File: config.mk
export PLATFORM = sky130hd
export DESIGN_NAME = lw_write_joiner
export DESIGN_NICKNAME = d
export VERILOG_FILES = /design/src/rtl/lw_pkg.sv /design/src/rtl/lw_hold_slot.sv /design/src/rtl/lw_join_ctrl.sv /design/src/rtl/lw_mem_port.sv /design/src/rtl/lw_write_joiner.sv
export SDC_FILE = /design/constraint.sdc
export NUM_CORES = 1
export LEC_CHECK = 0
export BUFFER_PORTS_ARGS = -buffer_cell sky130_fd_sc_hd__buf_2
export CAP_MARGIN = 20
export CORE_ASPECT_RATIO = 1.4
export CORE_MARGIN = 2
export CORE_UTILIZATION = 52
export CTS_BUF_LIST = sky130_fd_sc_hd__clkbuf_2 sky130_fd_sc_hd__clkbuf_4 sky130_fd_sc_hd__clkbuf_8
export CTS_CLUSTER_SIZE = 25
export DETAILED_ROUTE_END_ITERATION = 8
export GPL_ROUTABILITY_DRIVEN = 0
export PLACE_DENSITY = 0.81
export SLEW_MARGIN = 20
export SYNTH_ARGS = -nofsm -noshare
export SYNTH_HDL_FRONTEND = slang
export SYNTH_SLANG_ARGS = --single-unit
File: constraint.sdc
create_clock -name clk -period 1.85 [get_ports clk]
set_input_delay 0.37 -clock clk [delete_from_list [all_inputs] [get_ports clk]]
set_output_delay 0.37 -clock clk [all_outputs]
set_load 0.05 [all_outputs]
File: src/rtl/lw_pkg.sv
package lw_pkg;

    localparam int DATA_W = 32;
    localparam int STRB_W = DATA_W / 8;

    typedef logic [DATA_W-1:0] word_t;
    typedef logic [STRB_W-1:0] strb_t;

    typedef struct packed {
        word_t data;
        strb_t strb;
    } wbeat_t;

    localparam int BEAT_W = $bits(wbeat_t);

    typedef enum logic [1:0] {
        RESP_OKAY   = 2'b00,
        RESP_EXOKAY = 2'b01,
        RESP_SLVERR = 2'b10,
        RESP_DECERR = 2'b11
    } resp_e;

endpackage

File: src/rtl/lw_hold_slot.sv
module lw_hold_slot #(
    parameter int W = 8
) (
    input  logic         clk,
    input  logic         rst,
    input  logic         in_valid,
    input  logic [W-1:0] in_payload,
    input  logic         fire,
    output logic         ready,
    output logic         have,
    output logic [W-1:0] payload
);

    logic         ready_q;
    logic [W-1:0] held_q;

    // ready low means the slot holds a beat
    always_ff @(posedge clk) begin
        if (rst) ready_q <= 1'b1;
        else     ready_q <= !have || fire;
    end

    // capture whenever empty; contents are don't-care unless a beat was taken
    always_ff @(posedge clk) begin
        if (ready_q) held_q <= in_payload;
    end

    assign have    = in_valid || !ready_q;
    assign payload = ready_q ? in_payload : held_q;
    assign ready   = ready_q;


    hold_drop_chk: assert property (@(posedge clk) disable iff (rst)
        (have && !fire) |=> !ready);


    release_chk: assert property (@(posedge clk) disable iff (rst)
        (fire || !have) |=> ready);

endmodule

File: src/rtl/lw_join_ctrl.sv
module lw_join_ctrl (
    input  logic clk,
    input  logic rst,
    input  logic aw_have,
    input  logic w_have,
    input  logic b_ready,
    output logic fire,
    output logic b_valid
);

    logic b_valid_q;
    logic b_stall;

    assign b_stall = b_valid_q && !b_ready;
    assign fire    = aw_have && w_have && !b_stall;

    always_ff @(posedge clk) begin
        if (rst) b_valid_q <= 1'b0;
        else     b_valid_q <= fire || b_stall;
    end

    assign b_valid = b_valid_q;


    resp_hold_chk: assert property (@(posedge clk) disable iff (rst)
        (b_valid && !b_ready) |=> b_valid);


    resp_set_chk: assert property (@(posedge clk) disable iff (rst)
        fire |=> b_valid);

endmodule

File: src/rtl/lw_mem_port.sv
module lw_mem_port
    import lw_pkg::*;
#(
    parameter int ADDR_W = 8
) (
    input  logic              clk,
    input  logic              rst,
    input  logic              fire,
    input  logic [ADDR_W-1:0] addr,
    input  wbeat_t            beat,
    output logic              we,
    output logic [ADDR_W-1:0] addr_q,
    output word_t             data_q,
    output strb_t             be_q
);

    always_ff @(posedge clk) begin
        if (rst) we <= 1'b0;
        else     we <= fire;
    end

    always_ff @(posedge clk) begin
        if (fire) begin
            addr_q <= addr;
            data_q <= beat.data;
            be_q   <= beat.strb;
        end
    end

endmodule

File: src/rtl/lw_write_joiner.sv
module lw_write_joiner
    import lw_pkg::*;
#(
    parameter int ADDR_W = 8
) (
    input  logic              clk,
    input  logic              rst,
    input  logic              s_awvalid,
    output logic              s_awready,
    input  logic [ADDR_W-1:0] s_awaddr,
    input  logic              s_wvalid,
    output logic              s_wready,
    input  logic [31:0]       s_wdata,
    input  logic [3:0]        s_wstrb,
    output logic              s_bvalid,
    input  logic              s_bready,
    output logic [1:0]        s_bresp,
    output logic              mem_we,
    output logic [ADDR_W-1:0] mem_addr,
    output logic [31:0]       mem_data,
    output logic [3:0]        mem_be
);

    logic              aw_have, w_have, fire;
    logic [ADDR_W-1:0] addr_sel;
    logic [BEAT_W-1:0] beat_sel;
    wbeat_t            beat_in;

    assign beat_in = '{data: s_wdata, strb: s_wstrb};

    lw_hold_slot #(.W(ADDR_W)) u_aw_slot (
        .clk        (clk),
        .rst        (rst),
        .in_valid   (s_awvalid),
        .in_payload (s_awaddr),
        .fire       (fire),
        .ready      (s_awready),
        .have       (aw_have),
        .payload    (addr_sel)
    );

    lw_hold_slot #(.W(BEAT_W)) u_w_slot (
        .clk        (clk),
        .rst        (rst),
        .in_valid   (s_wvalid),
        .in_payload (beat_in),
        .fire       (fire),
        .ready      (s_wready),
        .have       (w_have),
        .payload    (beat_sel)
    );

    lw_join_ctrl u_ctrl (
        .clk     (clk),
        .rst     (rst),
        .aw_have (aw_have),
        .w_have  (w_have),
        .b_ready (s_bready),
        .fire    (fire),
        .b_valid (s_bvalid)
    );

    lw_mem_port #(.ADDR_W(ADDR_W)) u_mem_port (
        .clk    (clk),
        .rst    (rst),
        .fire   (fire),
        .addr   (addr_sel),
        .beat   (wbeat_t'(beat_sel)),
        .we     (mem_we),
        .addr_q (mem_addr),
        .data_q (mem_data),
        .be_q   (mem_be)
    );

    assign s_bresp = RESP_OKAY;


    write_issue_chk: assert property (@(posedge clk) disable iff (rst)
        fire |=> mem_we);


    no_spurious_write_chk: assert property (@(posedge clk) disable iff (rst)
        !fire |=> !mem_we);


    both_full_chk: assert property (@(posedge clk) disable iff (rst)
        !s_bvalid |-> (s_awready || s_wready));

endmodule

==> summary.md <==
| Metric | Value |
|---|---|
| Worst Setup Slack, final | `302 ps` |
| Worst Max-Slew Pin Slew | `508 ps` |
| Filler cell count in the final layout | `437` |
| Mapped Cells | `154` |
| Fraction of the cycle the final worst path needs | `83.7%` |
| Number of global-route vias before repair | `1592` |
| Clock tree from TritonCTS | `built` |
| Total Routing Usage GR | `15.5%` |
| Most numerous cell in the Yosys netlist | `sky130_fd_sc_hd__dfxtp_1` |
| Reg-to-reg slack, setup | `390 ps` |
| Final Slew Violations | `0` |
| Number of storage elements in the synthesis netlist | `92` |
| Post_cts resized | `0` |
| Overall via count from detail_route | `1559` |
| Initial Utilization | `52.9%` |
| Ys Warns | `0` |
| Biggest area contributors in the synthesized netlist | `sky130_fd_sc_hd__edfxtp_1 43%, sky130_fd_sc_hd__dfxtp_1 31%, sky130_fd_sc_hd__mux2_4 15%` |
| Signed area change from the synthesized netlist to the final layout | `23.6%` |
| CTS HTree Levels | `3` |
| Startpoint of the worst register-to-register path | `u_w_slot.ready$_SDFF_PP1_` |
| Area of the mapped netlist | `3060 um^2` |
| Worst setup slack after placement | `291 ps` |
| Total die area | `6520 um^2` |
| Die span in x | `68.8 um` |
| Asr flop ratio synth | `0%` |
| Fin Hold WS | `228 ps` |
| CP Launch Type | `flip-flop` |
| DRT Wirelength | `4.73 mm` |
| Max Cap Violations | `0` |
| Crit path kind | `reg2out` |
| First-pass GRT wire length | `7.10 mm` |
| Largest net degree at the start of global routing | `29` |
| CTS Root Cell | `sky130_fd_sc_hd__clkbuf_8` |
| Final layout net count | `309` |
| Synth top cells by count | `48 x sky130_fd_sc_hd__dfxtp_1, 44 x sky130_fd_sc_hd__edfxtp_1, 30 x sky130_fd_sc_hd__mux2_4` |
| Worst-skew pair later-pin latency | `340 ps` |
| Cell area power density | `1170 nW/um^2` |
| Number of stages on the worst hold path | `2` |
| Final setup violation count | `0` |
| Final hold violations | `0` |
| Vias per cell | `4.65` |
| Final critical delay including setup and external delays | `1550 ps` |
| Cell area after placement | `3590 um^2` |
| First DRT Iteration DRCs | `118` |
| Final instance area | `3780 um^2` |
| Total clock buffers created by CTS | `9` |
| Startpoint of the worst hold path | `rst` |
| DIE HEIGHT | `94.8 um` |
| Number of enable flip-flop cells after synthesis | `44` |
| Sequential cell area fraction in the yosys report | `74.6%` |
| Final-layout setup total negative slack | `0 ps` |
| Number of DRC violations after detailed routing | `0` |
| Placed wire-length estimate | `3.33 mm` |
| Antenna violations before repair | `0` |
| Count of nets left with antenna violations after detail routing | `0` |
| WL per Instance | `14.1 um` |
| GR Overflow Total | `0` |
| Area share of the largest cell type after synthesis | `43.2%` |
| FMAX | `646 MHz` |
| CTS Hold Buffers Added | `0` |
| Hold Path Sink | `u_mem_port.we$_SDFF_PP0_` |
| Cell type contributing the most total cell area after synthesis | `sky130_fd_sc_hd__edfxtp_1` |
| Status | `finished clean` |
| Capturing element type of the critical path | `primary output` |
| Final Non-Filler Cells | `335` |
| Count of cell types in the netlist | `15` |
| Post-CTS Repair Setup Buffers | `0` |
| Maximum fanout along the worst path | `9` |
| Crit path required time | `1480 ps` |
| Number of clock sinks seen by CTS | `92` |
| Total placed cells including tap cells | `319` |
| Total Power Consumption | `4.44 mW` |
| Arrival time at the worst endpoint | `1180 ps` |
| Worst reg-to-reg path cell count | `2` |
| Number of port buffers | `96` |
| Longest individual stage delay on the worst path | `350 ps` |
| Core outline area | `5780 um^2` |
| Initial DRT Pass Iterations | `3` |
| Commonest register cell after synthesis | `sky130_fd_sc_hd__dfxtp_1` |
| Share of post-route cells with drive strength above 1 | `62.3%` |
| Crit path cell chain | `buf_4 -> buf_2` |
| Static leakage | `1.68 nW` |
| Slowest library cell on the worst path | `sky130_fd_sc_hd__dfxtp_2` |
| Clock transition at the registers of the reported paths | `80 ps` |
| I/O pin count | `99` |
| Endpoint of the lowest-slack register-to-register path | `u_mem_port.data_q[27]$_DFFE_PP_` |
| Post-synthesis average cell area | `19.9 um^2` |
| Tightest slew margin relative to the limit | `66.1%` |
| Final antenna diode count | `0` |
| Setup repair after global routing missed its margin | `false` |
| Worst-case clock buffer depth | `2` |
| Max Clock Skew | `10.7 ps` |
| Max VDD drop | `819 uV` |
| Cell row count | `33` |
| Hold/Removal Path Class | `in2reg` |
| Final Util | `65.4%` |
worst max-delay path: cells and delay by family, from the launching register on:
kind | cells | cell delay (ps)
buf+inv | 2 | 490
flops | 1 | 350
cells in the final DEF (no fill, tap or decap):
master / Yosys / layout
sky130_fd_sc_hd__a21oi_1: 1 / 1
sky130_fd_sc_hd__a31oi_1: 1 / 1
sky130_fd_sc_hd__and3_4: 1 / 1
sky130_fd_sc_hd__buf_12: 3 / 1
sky130_fd_sc_hd__buf_2: 0 / 96
sky130_fd_sc_hd__buf_4: 3 / 4
sky130_fd_sc_hd__bufinv_16: 0 / 1
sky130_fd_sc_hd__clkbuf_8: 0 / 9
sky130_fd_sc_hd__clkinv_1: 0 / 1
sky130_fd_sc_hd__clkinv_2: 0 / 2
sky130_fd_sc_hd__clkinv_4: 0 / 1
sky130_fd_sc_hd__clkinvlp_4: 0 / 2
sky130_fd_sc_hd__conb_1: 1 / 2
sky130_fd_sc_hd__dfxtp_1: 48 / 47
sky130_fd_sc_hd__dfxtp_2: 0 / 1
sky130_fd_sc_hd__edfxtp_1: 44 / 44
sky130_fd_sc_hd__mux2_2: 14 / 14
sky130_fd_sc_hd__mux2_4: 30 / 30
sky130_fd_sc_hd__nand2_1: 3 / 3
sky130_fd_sc_hd__nand2b_1: 1 / 1
sky130_fd_sc_hd__nand2b_2: 2 / 2
sky130_fd_sc_hd__nor2b_4: 1 / 1
routing by layer:
metal	global-route usage (%)	vias up	part of all wire, %
li1	-	763	-
met1	17.6	728	40
met2	24.3	61	50
met3	6.44	7	7.9
met4	8.33	0	1.7
met5	0	-	0
report_power, final:
part,total [mW],internal (mW),switching [mW]
Clock,1.26,0.617,0.645
Combinational,0.765,0.258,0.507
Sequential,2.41,2.36,0.0508
cells by family (layout without fill, tap and decap cells):
group / count (synthesis) / count (layout) / share of synthesized area, %
compound gates: 2 / 2 / 0.368
buf+inv: 7 / 117 / 3.07
flops: 92 / 92 / 74.6
mux: 44 / 44 / 19.9
other cells: 1 / 2 / 0.123
simple gates: 8 / 8 / 1.96
flip-flops by register name (all words and copies together) (netlist names):
signal and cells:
u_w_slot.ready 1, u_aw_slot.held_q 8, u_ctrl.b_valid 1, u_mem_port.be_q 4, u_mem_port.data_q 32, u_w_slot.held_q 36, u_mem_port.we 1, u_mem_port.addr_q 8
u_aw_slot.ready 1
worst max-delay path by stage:
stage / startpoint / slack (ps) / cells after the start / endpoint
after floorplan: u_aw_slot.ready$_SDFF_PP1_ / 210 / 3 / u_mem_port.addr_q[0]$_DFFE_PP_
after global placement: s_awvalid / 320 / 4 / u_mem_port.data_q[25]$_DFFE_PP_
after detailed placement: s_bready / 290 / 4 / u_mem_port.addr_q[5]$_DFFE_PP_
after CTS: u_w_slot.ready$_SDFF_PP1_ / 270 / 2 / s_wready
after global routing: u_w_slot.ready$_SDFF_PP1_ / 250 / 2 / s_wready
final: u_w_slot.ready$_SDFF_PP1_ / 300 / 2 / s_wready
cell type report:
type                       count  area, um^2  area share, %
sequential                    92        2280           60.4
multi-input combinational     56         687           18.2
timing repair buffer         101         531           14.0
clock buffer                   9         124           3.28
tap                           70        87.6           2.32
clock inverter                 7        67.6           1.79
(Power assumes the default switching activity.)
